### src/rtl/spi_burst_pkg.sv
package spi_burst_pkg;
  // control word bit positions
  localparam int CB_EN     = 0;
  localparam int CB_MST    = 1;
  localparam int CB_CPHA   = 2;
  localparam int CB_CPOL   = 3;
  localparam int CB_CSLOW  = 4;
  localparam int CB_LSB    = 6;
  localparam int CB_GO     = 10;
  localparam int CB_SEL_LO = 12;
  localparam int CB_DROP   = 15;
  localparam int CB_CSMAN  = 16;
  localparam int CB_CSLVL  = 17;
  localparam logic [31:0] CTRL_MASK = 32'h0003_B45F;

  typedef enum logic [1:0] {
    BS_IDLE  = 2'd0,
    BS_FETCH = 2'd1,
    BS_SHIFT = 2'd2
  } burst_state_t;

  typedef struct packed {
    logic en;
    logic master;
    logic cpha;
    logic cpol;
    logic cs_low;
    logic lsb;
    logic drop;
    logic cs_man;
    logic cs_lvl;
  } spi_cfg_t;
endpackage

### src/rtl/spi_byte_shifter.sv
module spi_byte_shifter #(
  parameter int W = 8
) (
  input  logic         clk,
  input  logic         rst_n,
  input  logic         load_i,
  input  logic [W-1:0] byte_i,
  input  logic         cpol_i,
  input  logic         cpha_i,
  input  logic         lsb_i,
  input  logic         tick_i,
  input  logic         miso_i,
  output logic         sclk_o,
  output logic         mosi_o,
  output logic         busy_o,
  output logic         done_o,
  output logic [W-1:0] rx_o
);
  localparam int NEDGE = 2 * W;
  localparam int EW    = $clog2(NEDGE);
  localparam logic [EW-1:0] LAST = EW'(NEDGE - 1);
  localparam logic [EW-1:0] FIRST = '0;

  logic [EW-1:0] edge_q;
  logic [W-1:0]  out_sh, in_sh, in_next, rx_q;
  logic          sclk_q, busy_q, done_q;
  logic          odd, samp, adv;

  assign odd  = edge_q[0];
  // phase 0: sample on leading (even) edges, change on trailing ones
  // phase 1: change on leading edges after the first, sample on trailing ones
  assign samp = cpha_i ? odd : ~odd;
  assign adv  = cpha_i ? (~odd && (edge_q != FIRST)) : (odd && (edge_q != LAST));
  assign in_next = lsb_i ? {miso_i, in_sh[W-1:1]} : {in_sh[W-2:0], miso_i};

  always_ff @(posedge clk or negedge rst_n) begin
    if (!rst_n) begin
      edge_q <= '0;
      out_sh <= '0;
      in_sh  <= '0;
      rx_q   <= '0;
      sclk_q <= 1'b0;
      busy_q <= 1'b0;
      done_q <= 1'b0;
    end else begin
      done_q <= 1'b0;
      if (load_i) begin
        busy_q <= 1'b1;
        edge_q <= '0;
        out_sh <= byte_i;
        in_sh  <= '0;
        sclk_q <= cpol_i;
      end else if (busy_q && tick_i) begin
        sclk_q <= ~sclk_q;
        edge_q <= edge_q + 1'b1;
        if (samp) in_sh <= in_next;
        if (adv) out_sh <= lsb_i ? (out_sh >> 1) : (out_sh << 1);
        if (edge_q == LAST) begin
          busy_q <= 1'b0;
          done_q <= 1'b1;
          rx_q   <= samp ? in_next : in_sh;
        end
      end
    end
  end

  assign sclk_o = busy_q ? sclk_q : cpol_i;
  assign mosi_o = lsb_i ? out_sh[0] : out_sh[W-1];
  assign busy_o = busy_q;
  assign done_o = done_q;
  assign rx_o   = rx_q;
endmodule

### src/rtl/spi_cs_drive.sv
module spi_cs_drive #(
  parameter int NCS = 4,
  localparam int SW = (NCS > 1) ? $clog2(NCS) : 1
) (
  input  logic [SW-1:0]  sel_i,
  input  logic           act_low_i,
  input  logic           manual_i,
  input  logic           man_lvl_i,
  input  logic           busy_i,
  output logic [NCS-1:0] cs_o
);
  logic idle_lvl;
  assign idle_lvl = act_low_i;

  for (genvar i = 0; i < NCS; i++) begin : g_line
    always_comb begin
      if (sel_i != SW'(i))
        cs_o[i] = idle_lvl;
      else if (manual_i)
        cs_o[i] = man_lvl_i;
      else
        cs_o[i] = busy_i ? ~idle_lvl : idle_lvl;
    end
  end
endmodule

### src/rtl/spi_burst_seq.sv
module spi_burst_seq
  import spi_burst_pkg::*;
#(
  parameter int W    = 8,
  parameter int CW   = 24,
  parameter int NCS  = 4,
  localparam int SW  = (NCS > 1) ? $clog2(NCS) : 1
) (
  input  logic          clk,
  input  logic          rst_n,
  input  logic          ctrl_we,
  input  logic [31:0]   ctrl_wdata,
  output logic [31:0]   ctrl_rdata,
  input  logic [CW-1:0] burst_len,
  input  logic [CW-1:0] tx_len,
  input  logic          tx_valid,
  output logic          tx_ready,
  input  logic [W-1:0]  tx_data,
  output logic          rx_valid,
  input  logic          rx_ready,
  output logic [W-1:0]  rx_data,
  output logic          sh_load,
  output logic [W-1:0]  sh_byte,
  input  logic          sh_done,
  input  logic [W-1:0]  sh_rx,
  output logic          busy_o,
  output logic          done_o,
  output logic          cpol_o,
  output logic          cpha_o,
  output logic          lsb_o,
  output logic          cs_low_o,
  output logic          cs_man_o,
  output logic          cs_lvl_o,
  output logic [SW-1:0] sel_o
);
  burst_state_t  state_q;
  logic [31:0]   ctrl_q;
  logic [CW-1:0] burst_left, tx_left;
  logic          rx_valid_q, done_q;
  logic [W-1:0]  rx_data_q;
  spi_cfg_t      cfg;
  logic          tx_need, rx_ok, can_go, finish, busy, go_ok;

  always_comb begin
    cfg.en     = ctrl_q[CB_EN];
    cfg.master = ctrl_q[CB_MST];
    cfg.cpha   = ctrl_q[CB_CPHA];
    cfg.cpol   = ctrl_q[CB_CPOL];
    cfg.cs_low = ctrl_q[CB_CSLOW];
    cfg.lsb    = ctrl_q[CB_LSB];
    cfg.drop   = ctrl_q[CB_DROP];
    cfg.cs_man = ctrl_q[CB_CSMAN];
    cfg.cs_lvl = ctrl_q[CB_CSLVL];
  end

  assign busy    = (state_q != BS_IDLE);
  assign tx_need = (tx_left != '0);
  assign rx_ok   = cfg.drop || !rx_valid_q;
  assign can_go  = (state_q == BS_FETCH) && (burst_left != '0)
                   && (!tx_need || tx_valid) && rx_ok;
  assign finish  = (state_q == BS_FETCH) && (burst_left == '0);
  assign go_ok   = ctrl_wdata[CB_GO] && ctrl_wdata[CB_EN] && ctrl_wdata[CB_MST];

  assign tx_ready = can_go && tx_need;
  assign sh_load  = can_go;
  assign sh_byte  = tx_need ? tx_data : '0;

  // control word; go bit is owned here and self-clears at completion
  always_ff @(posedge clk or negedge rst_n) begin
    if (!rst_n) begin
      ctrl_q <= '0;
    end else begin
      if (ctrl_we) ctrl_q <= ctrl_wdata & CTRL_MASK;
      if (finish)
        ctrl_q[CB_GO] <= 1'b0;
      else if (ctrl_we)
        ctrl_q[CB_GO] <= busy | go_ok;
    end
  end

  always_ff @(posedge clk or negedge rst_n) begin
    if (!rst_n) begin
      state_q    <= BS_IDLE;
      burst_left <= '0;
      tx_left    <= '0;
      done_q     <= 1'b0;
    end else begin
      done_q <= 1'b0;
      case (state_q)
        BS_IDLE: begin
          if (ctrl_q[CB_GO]) begin
            burst_left <= burst_len;
            tx_left    <= tx_len;
            state_q    <= BS_FETCH;
          end
        end
        BS_FETCH: begin
          if (finish) begin
            done_q  <= 1'b1;
            state_q <= BS_IDLE;
          end else if (can_go) begin
            burst_left <= burst_left - 1'b1;
            if (tx_need) tx_left <= tx_left - 1'b1;
            state_q <= BS_SHIFT;
          end
        end
        BS_SHIFT: begin
          if (sh_done) state_q <= BS_FETCH;
        end
        default: state_q <= BS_IDLE;
      endcase
    end
  end

  // receive holding register
  always_ff @(posedge clk or negedge rst_n) begin
    if (!rst_n) begin
      rx_valid_q <= 1'b0;
      rx_data_q  <= '0;
    end else if (sh_done && !cfg.drop) begin
      rx_valid_q <= 1'b1;
      rx_data_q  <= sh_rx;
    end else if (rx_ready) begin
      rx_valid_q <= 1'b0;
    end
  end

  assign ctrl_rdata = ctrl_q;
  assign rx_valid   = rx_valid_q;
  assign rx_data    = rx_data_q;
  assign busy_o     = busy;
  assign done_o     = done_q;
  assign cpol_o     = cfg.cpol;
  assign cpha_o     = cfg.cpha;
  assign lsb_o      = cfg.lsb;
  assign cs_low_o   = cfg.cs_low;
  assign cs_man_o   = cfg.cs_man;
  assign cs_lvl_o   = cfg.cs_lvl;
  assign sel_o      = ctrl_q[CB_SEL_LO +: SW];
endmodule

### src/rtl/spi_burst_engine.sv
module spi_burst_engine #(
  parameter int WORD_W = 8,
  parameter int CNT_W  = 24,
  parameter int NUM_CS = 4
) (
  input  logic              clk,
  input  logic              rst_n,
  input  logic              ctrl_we,
  input  logic [31:0]       ctrl_wdata,
  output logic [31:0]       ctrl_rdata,
  input  logic [CNT_W-1:0]  burst_len,
  input  logic [CNT_W-1:0]  tx_len,
  input  logic              sclk_tick,
  input  logic              tx_valid,
  output logic              tx_ready,
  input  logic [WORD_W-1:0] tx_data,
  output logic              rx_valid,
  input  logic              rx_ready,
  output logic [WORD_W-1:0] rx_data,
  output logic              sclk,
  output logic              mosi,
  input  logic              miso,
  output logic [NUM_CS-1:0] cs_line,
  output logic              done
);
  localparam int SW = (NUM_CS > 1) ? $clog2(NUM_CS) : 1;

  logic              sh_load, sh_done, sh_busy, busy;
  logic [WORD_W-1:0] sh_byte, sh_rx;
  logic              cpol, cpha, lsb, cs_low, cs_man, cs_lvl;
  logic [SW-1:0]     sel;

  spi_burst_seq #(.W(WORD_W), .CW(CNT_W), .NCS(NUM_CS)) i_seq (
    .clk(clk), .rst_n(rst_n),
    .ctrl_we(ctrl_we), .ctrl_wdata(ctrl_wdata), .ctrl_rdata(ctrl_rdata),
    .burst_len(burst_len), .tx_len(tx_len),
    .tx_valid(tx_valid), .tx_ready(tx_ready), .tx_data(tx_data),
    .rx_valid(rx_valid), .rx_ready(rx_ready), .rx_data(rx_data),
    .sh_load(sh_load), .sh_byte(sh_byte), .sh_done(sh_done), .sh_rx(sh_rx),
    .busy_o(busy), .done_o(done),
    .cpol_o(cpol), .cpha_o(cpha), .lsb_o(lsb),
    .cs_low_o(cs_low), .cs_man_o(cs_man), .cs_lvl_o(cs_lvl), .sel_o(sel)
  );

  spi_byte_shifter #(.W(WORD_W)) i_shift (
    .clk(clk), .rst_n(rst_n),
    .load_i(sh_load), .byte_i(sh_byte),
    .cpol_i(cpol), .cpha_i(cpha), .lsb_i(lsb),
    .tick_i(sclk_tick), .miso_i(miso),
    .sclk_o(sclk), .mosi_o(mosi), .busy_o(sh_busy),
    .done_o(sh_done), .rx_o(sh_rx)
  );

  spi_cs_drive #(.NCS(NUM_CS)) i_cs (
    .sel_i(sel), .act_low_i(cs_low), .manual_i(cs_man),
    .man_lvl_i(cs_lvl), .busy_i(busy | sh_busy), .cs_o(cs_line)
  );
endmodule

### config.mk
export PLATFORM = sky130hd
export DESIGN_NAME = spi_burst_engine
export DESIGN_NICKNAME = d
export VERILOG_FILES = /design/src/rtl/spi_burst_pkg.sv /design/src/rtl/spi_byte_shifter.sv /design/src/rtl/spi_cs_drive.sv /design/src/rtl/spi_burst_seq.sv /design/src/rtl/spi_burst_engine.sv
export SDC_FILE = /design/constraint.sdc
export NUM_CORES = 1
export LEC_CHECK = 0
export BUFFER_PORTS_ARGS = -buffer_cell sky130_fd_sc_hd__buf_2
export CAP_MARGIN = 20
export CORE_ASPECT_RATIO = 1.25
export CORE_MARGIN = 2
export CORE_UTILIZATION = 25
export DETAILED_ROUTE_END_ITERATION = 12
export GPL_ROUTABILITY_DRIVEN = 0
export SETUP_SLACK_MARGIN = 0.1
export SLEW_MARGIN = 20
export SYNTH_ARGS = -nofsm -noshare
export SYNTH_HDL_FRONTEND = slang
export SYNTH_SLANG_ARGS = --single-unit
### constraint.sdc
create_clock -name clk -period 2.3 [get_ports clk]
set_clock_uncertainty 0.05 [all_clocks]
set_input_delay 0.23 -clock clk [delete_from_list [all_inputs] [get_ports clk]]
set_output_delay 0.23 -clock clk [all_outputs]
set_load 0.02 [all_outputs]
---- After elaboration in Yosys (flattened, before gate mapping) ----
Index checks and enable logic that the tools add are counted.
word-level totals
  flip-flop bits (word level) ............. 103
  output and inout port bits .............. 49
  word-level logic and storage cells ...... 121
operators by class
  $add $sub $neg .......................... 3
  equal/unequal tests ..................... 13
  multiplexer cells ....................... 49
  bitwise gates (word level) .............. 6
  reductions and logical operators ........ 35
operator list
  cell                   number
  $mux 24                7
  $pmux 24 s2            2
  $mux 8                 9
  $reduce_bool 24->1     2
  $sub 24x1->24 const B  2
  $logic_not 24->1       1
  $mux 1                 24
  $reduce_bool 2->1      8
  $logic_and 1x1->1      11
  $ne 2x1->1 const B     5
  $mux 2                 4
  $mux 4                 2
  $ne 2x2->1 const B     3
  $pmux 2 s3             1
  $reduce_and 3->1       2
  $reduce_and 5->1       1
  $add 4x1->4 const B    1
  $eq 4x4->1 const B     1
  $ne 4x4->1 const B     1
  $not 1->1              4
  $reduce_and 2->1       2
  $reduce_and 4->1       1
  $reduce_bool 4->1      1
  $logic_not 1->1        3
  other kinds (6)        8

---- Longest topological paths before layout ----
  depth after elaboration ................. 8
  mapped depth ............................ 9

---- Cells and area by module ----
Synthesis repeated with hierarchy kept, for this count alone.
unflattened totals
  cells, all modules ...................... 671
  area, all modules ....................... 6065.8 um^2
by module, submodules not included
  module            times used  cells an instance  area an instance (um^2)  sequential area each (um^2)
  spi_burst_seq     1           500                4304.1                   1801.7
  spi_byte_shifter  1           156                1671.6                   775.7
  spi_cs_drive      1           14                 83.8                     0.0
  spi_burst_engine  1           1                  6.3                      0.0

---- Least setup slack after synthesis ----
No wires, ideal clock.
  path kind ............................... register to register
  start ................................... reg i_seq.tx_left[12]
  end ..................................... reg i_seq.burst_left[17]
  library setup time ...................... 0.111 ns
  arrival time ............................ 2.185 ns
  slack ................................... -0.046 ns
  stages on the path, launching flop included .. 8
  buffers on the path ..................... 2
  period minus slack after synthesis ...... 2.346 ns
  cells stage by stage .................... dfrtp_1 or4_1 clkbuf_1 or4b_4 o21ai_4 buf_6 nand2_2 a222oi_1
between the ends
  longest elaborated chain between the ends .. 7
ends and longest elaborated chain
  item                               line                  source
  start: declaration                 spi_burst_seq.sv:38   logic [CW-1:0] burst_left, tx_left;
  start signal: assignment           spi_burst_seq.sv:93   tx_left <= tx_len;
  start signal: assignment           spi_burst_seq.sv:103  if (tx_need) tx_left <= tx_left - 1'b1;
  $reduce_bool 24->1                 spi_burst_seq.sv:57   assign tx_need = (tx_left != '0);
  $logic_not 1->1                    spi_burst_seq.sv:60   && (!tx_need || tx_valid) && rx_ok;
  $logic_or 1x1->1                   spi_burst_seq.sv:60
  $logic_and 1x1->1 (2 in a row)     spi_burst_seq.sv:60
  $ne 2x1->1 (no source line)        --
  $reduce_and 4->1 (no source line)  --
  end signal: assignment             spi_burst_seq.sv:92   burst_left <= burst_len;
  end signal: assignment             spi_burst_seq.sv:102  burst_left <= burst_left - 1'b1;
  end: declaration                   spi_burst_seq.sv:38
Every way passes these cells.
A chain may end at the register's enable or synchronous reset.

---- Worst setup path after layout ----
  start ................................... reg i_seq.tx_left[14]
  end ..................................... out tx_ready
between the ends
  longest elaborated chain between the ends .. 6
ends and longest elaborated chain
  item                            line                    source
  $reduce_bool 24->1 *            spi_burst_seq.sv:57
  $logic_not 1->1                 spi_burst_seq.sv:60
  $logic_or 1x1->1                spi_burst_seq.sv:60
  $logic_and 1x1->1 (2 in a row)  spi_burst_seq.sv:60
  $logic_and 1x1->1 *             spi_burst_seq.sv:64     assign tx_ready = can_go && tx_need;
  end: declaration                spi_burst_engine.sv:15  output logic tx_ready,
Every way passes the cells marked *; elsewhere a longest branch is shown, timed or not.

==> results.py <==
metrics = {
    "outcome": {
        "status": "complete, but fails checks",
        "violations": "setup timing",
    },
    "worst_setup_path": {
        "crit_start": "i_seq.tx_left[14]",
        "endpoint_kind": "primary output",
        "cp_num_buf_inv": 4,
        "reg2reg_depth": 7,
        "rr_startpoint": "i_seq.tx_left[14]",
        "crit_chain": "or4_4 > buf_6 > nor3_4 > buf_6 > a31oi_4 > nand2_2 > inv_4 > buf_6",
        "cp.required_ps": 2020,
        "worstSetupPathType": "register to primary output",
        "crit_slowest_cell": "or4_4",
        "cp_common_cell": "buf_6",
        "cp-start-kind": "register",
        "crit_path_max_fanout": 3,
        "arrival_ps": 2130,
        "path_depth": 8,
        "max_stage_delay_ps": 560,
        "path_delay_family": "simple AND/OR/NAND/NOR gates",
    },
    "timing": {
        "slew_headroom_pct": 50.2,
        "holdWs_ps": 56.8,
        "slew_violations": 0,
        "period_needed_ps": 2410,
        "rsz0062_at_grt": "true",
        "setup_violations": 42,
        "worst_slew_pin_slew_ps": 744,
        "hold_violations": 0,
        "post-route-period-util_pct": 105,
        "tns_ps": -2840,
        "setup_ws_ps": -110,
        "timing.fmax_mhz": 415,
    },
    "pwr": {
        "p_total_mw": 4.08,
        "power.density_nw_per_um2": 473,
        "power_frac_clock_pct": 43.6,
        "peakVddDrop_mv": 0.347,
        "power_frac_seq_pct": 46.0,
        "internal_power_mw": 3.09,
        "comb_power_share_pct": 10.4,
        "power.share.switching_pct": 24.3,
        "power_switching_uw": 993,
        "leakage_nw": 3.62,
    },
    "die": {
        "fp.dieW_um": 144,
        "dieHeight_um": 180,
        "boundaryPins": 144,
        "rows": 64,
        "core_um2": 24300,
        "fp.dieArea_um2": 25900,
        "start_util_pct": 25.3,
    },
    "global_route": {
        "grt_pass1_wl_mm": 30.0,
        "grt_start_max_net_pins": 53,
        "antenna_found_initial": 4,
        "grt-ovfl-total": 0,
        "grt_pass1_vias": 5848,
        "grt_use_total_pct": 14.5,
    },
    "routing": {
        "num_vias": 5867,
        "drc": 0,
        "via_per_inst": 4.98,
        "wirelength_mm": 19.3,
        "drtPass1Iterations": 5,
        "drt_iter0_drc": 366,
        "wl_per_cell_um": 16.4,
        "ant_nets": 0,
    },
    "final_layout": {
        "seqCellArea_um2": 2580,
        "nets": 941,
        "mostFrequentLayoutCell": "dfrtp_1",
        "design_area_um2": 8630,
        "syn_to_final_growth_pct": 39.9,
        "nFillCells": 2535,
        "multiInputGateArea_um2": 3670,
        "final_cell_mix": "dfrtp_1 (102), buf_2 (101), nand2_1 (75)",
        "drive_gt1_share_pct": 37.8,
    },
    "yosys": {
        "ys_seq_area_share_pct": 41.8,
        "synth-async-reset-ratio_pct": 100,
        "synth_edf_count": 0,
        "yosysTopAreaCell": "dfrtp_1",
        "netlist_top_cells_area": "dfrtp_1 (42%), o221ai_1 (5.4%), nand2_1 (4.7%)",
        "synthesis.area_um2": 6170,
        "syn_inst": 680,
        "synth_seq_cells": 103,
        "synth_cell_types": 57,
        "yosys_warnings": 0,
        "synth_top_area_share_pct": 41.8,
        "synth_area_per_cell_um2": 9.07,
        "synthFlopType": "dfrtp_1",
    },
    "cts": {
        "clk_pin_slew_ps": 80,
        "htreeDepth": 3,
        "cts_max_path_buffers": 2,
        "clkLatencyLatePin_ps": 360,
        "cts-root-buf": "clkbuf_16",
        "clock-sinks": 103,
        "cts_buffers": 9,
        "cts_tree": "done",
    },
    "placed_design": {
        "dp_hpwl_mm": 13.1,
        "io_buffers": 103,
        "preCtsSetupSlack_ps": -178,
        "place_area_um2": 7530,
    },
    "worst_hold_path": {
        "hp-class": "primary input to register",
        "min_from": "ctrl_wdata[15]",
        "hold_depth": 2,
    },
    "job": {
        "drv_cap": 0,
    },
}
==> registers in the layout (all words and copies together) (netlist names) <==
register and count:
i_shift.out_sh 8, i_shift.done_o 1, i_seq.rx_data 8, i_shift.edge_q 4, i_seq.state_q 2, i_shift.rx_o 8
i_seq.burst_left 24, i_shift.in_sh 8, i_seq.done_o 1, i_shift.sclk_q 1, i_seq.tx_left 24, i_shift.busy_o 1
i_seq.rx_valid 1, i_seq.ctrl_rdata 12
==> through the flow <==
step | util [%] | cells
after floorplan | - | 699
after global placement | 30.9 | 1139
after detailed placement | 30.9 | 1139
after CTS | 33.4 | 1169
after global routing | 35.4 | 1178
final | 35.4 | 1179
==> power by group through the flow <==
stage,sequential (mW),clock (mW),combinational (mW)
finish,1.88,1.78,0.424
global route,1.88,1.91,0.463
CTS,1.88,1.83,0.416
detailed placement,1.91,0,0.399
global placement,1.91,0,0.397
floorplan,1.91,0,0.244
==> repair_timing <==
action                                  in CTS  in global routing
pin swaps                                   14                 24
hold endpoints to repair                    33                  0
gates cloned                                 0                  5
endpoints found under the setup margin      88                 87
hold buffers                                 2                  0
resized for setup                           35                 74
buffers inserted                            12                  4
==> final timing paths <==
check                                             to  slack (ps)
worst max-delay path                        tx_ready        -110
worst min-delay path            i_seq.ctrl_rdata[15]          60
worst max register to register   i_seq.burst_left[0]        -110
worst min register to register      i_seq.rx_data[5]         440
max in group asynchronous           i_seq.tx_left[5]        1290
min in group asynchronous       i_seq.ctrl_rdata[15]         330
==> area by class of cell <==
type,instances,area share [%]
Clock buffer,11,2.70
Sequential cell,103,29.9
Multi-Input combinational cell,505,42.6
Antenna cell,2,0.0580
Inverter,18,0.812
Timing Repair Buffer,205,17.9
Tap cell,330,4.79
Clock inverter,5,1.23
==> per-layer routing <==
| metal | track usage, % | up-vias | part of all wire (%) |
|---|---|---|---|
| met1 | 18.4 | 2857 | 43 |
| met5 | 0 | - | 0.12 |
| met3 | 3.01 | 26 | 4.8 |
| met2 | 24.5 | 140 | 50 |
| met4 | 4.43 | 4 | 1.8 |
| li1 | - | 2840 | - |
==> cell families after synthesis <==
kind of cell             after synthesis  share of synthesized area (%)
XOR/XNOR                               6                          0.852
adder cells (fa/ha/maj)                4                          0.812
AND/OR/NAND/NOR                      250                           19.9
buffers and inverters                 91                           7.45
AO/OA/AOI/OAI                        179                           21.3
flip-flops                           103                           41.8
other                                  1                         0.0608
multiplexers                          46                           7.89
==> cells in the mapped netlist (all sizes together) (2+ instances only) <==
| master | count |
|---|---|
| dfrtp | 103 |
| nand2 | 79 |
| nor2 | 53 |
| a21oi | 39 |
| buf | 39 |
| o221ai | 38 |
| clkbuf | 34 |
| mux2i | 25 |
| nand3 | 25 |
| nor3 | 23 |
| mux2 | 21 |
| o211ai | 21 |
| a22oi | 18 |
| inv | 18 |
| o21ai | 17 |
| nor4 | 14 |
| o311ai | 10 |
| and3 | 8 |
| nand4 | 8 |
| o22a | 8 |
| or3 | 8 |
| nand2b | 7 |
| a31oi | 6 |
| or4 | 6 |
| o31a | 5 |
| ha | 4 |
| nor2b | 4 |
| and2 | 3 |
| and4 | 3 |
| o22ai | 3 |
| or2 | 3 |
| xnor2 | 3 |
| xor2 | 3 |
| a221oi | 2 |
| a31o | 2 |
| a41o | 2 |
| nand3b | 2 |
| nor3b | 2 |
| o41a | 2 |
No activity file was read; power rests on OpenSTA's default activity.
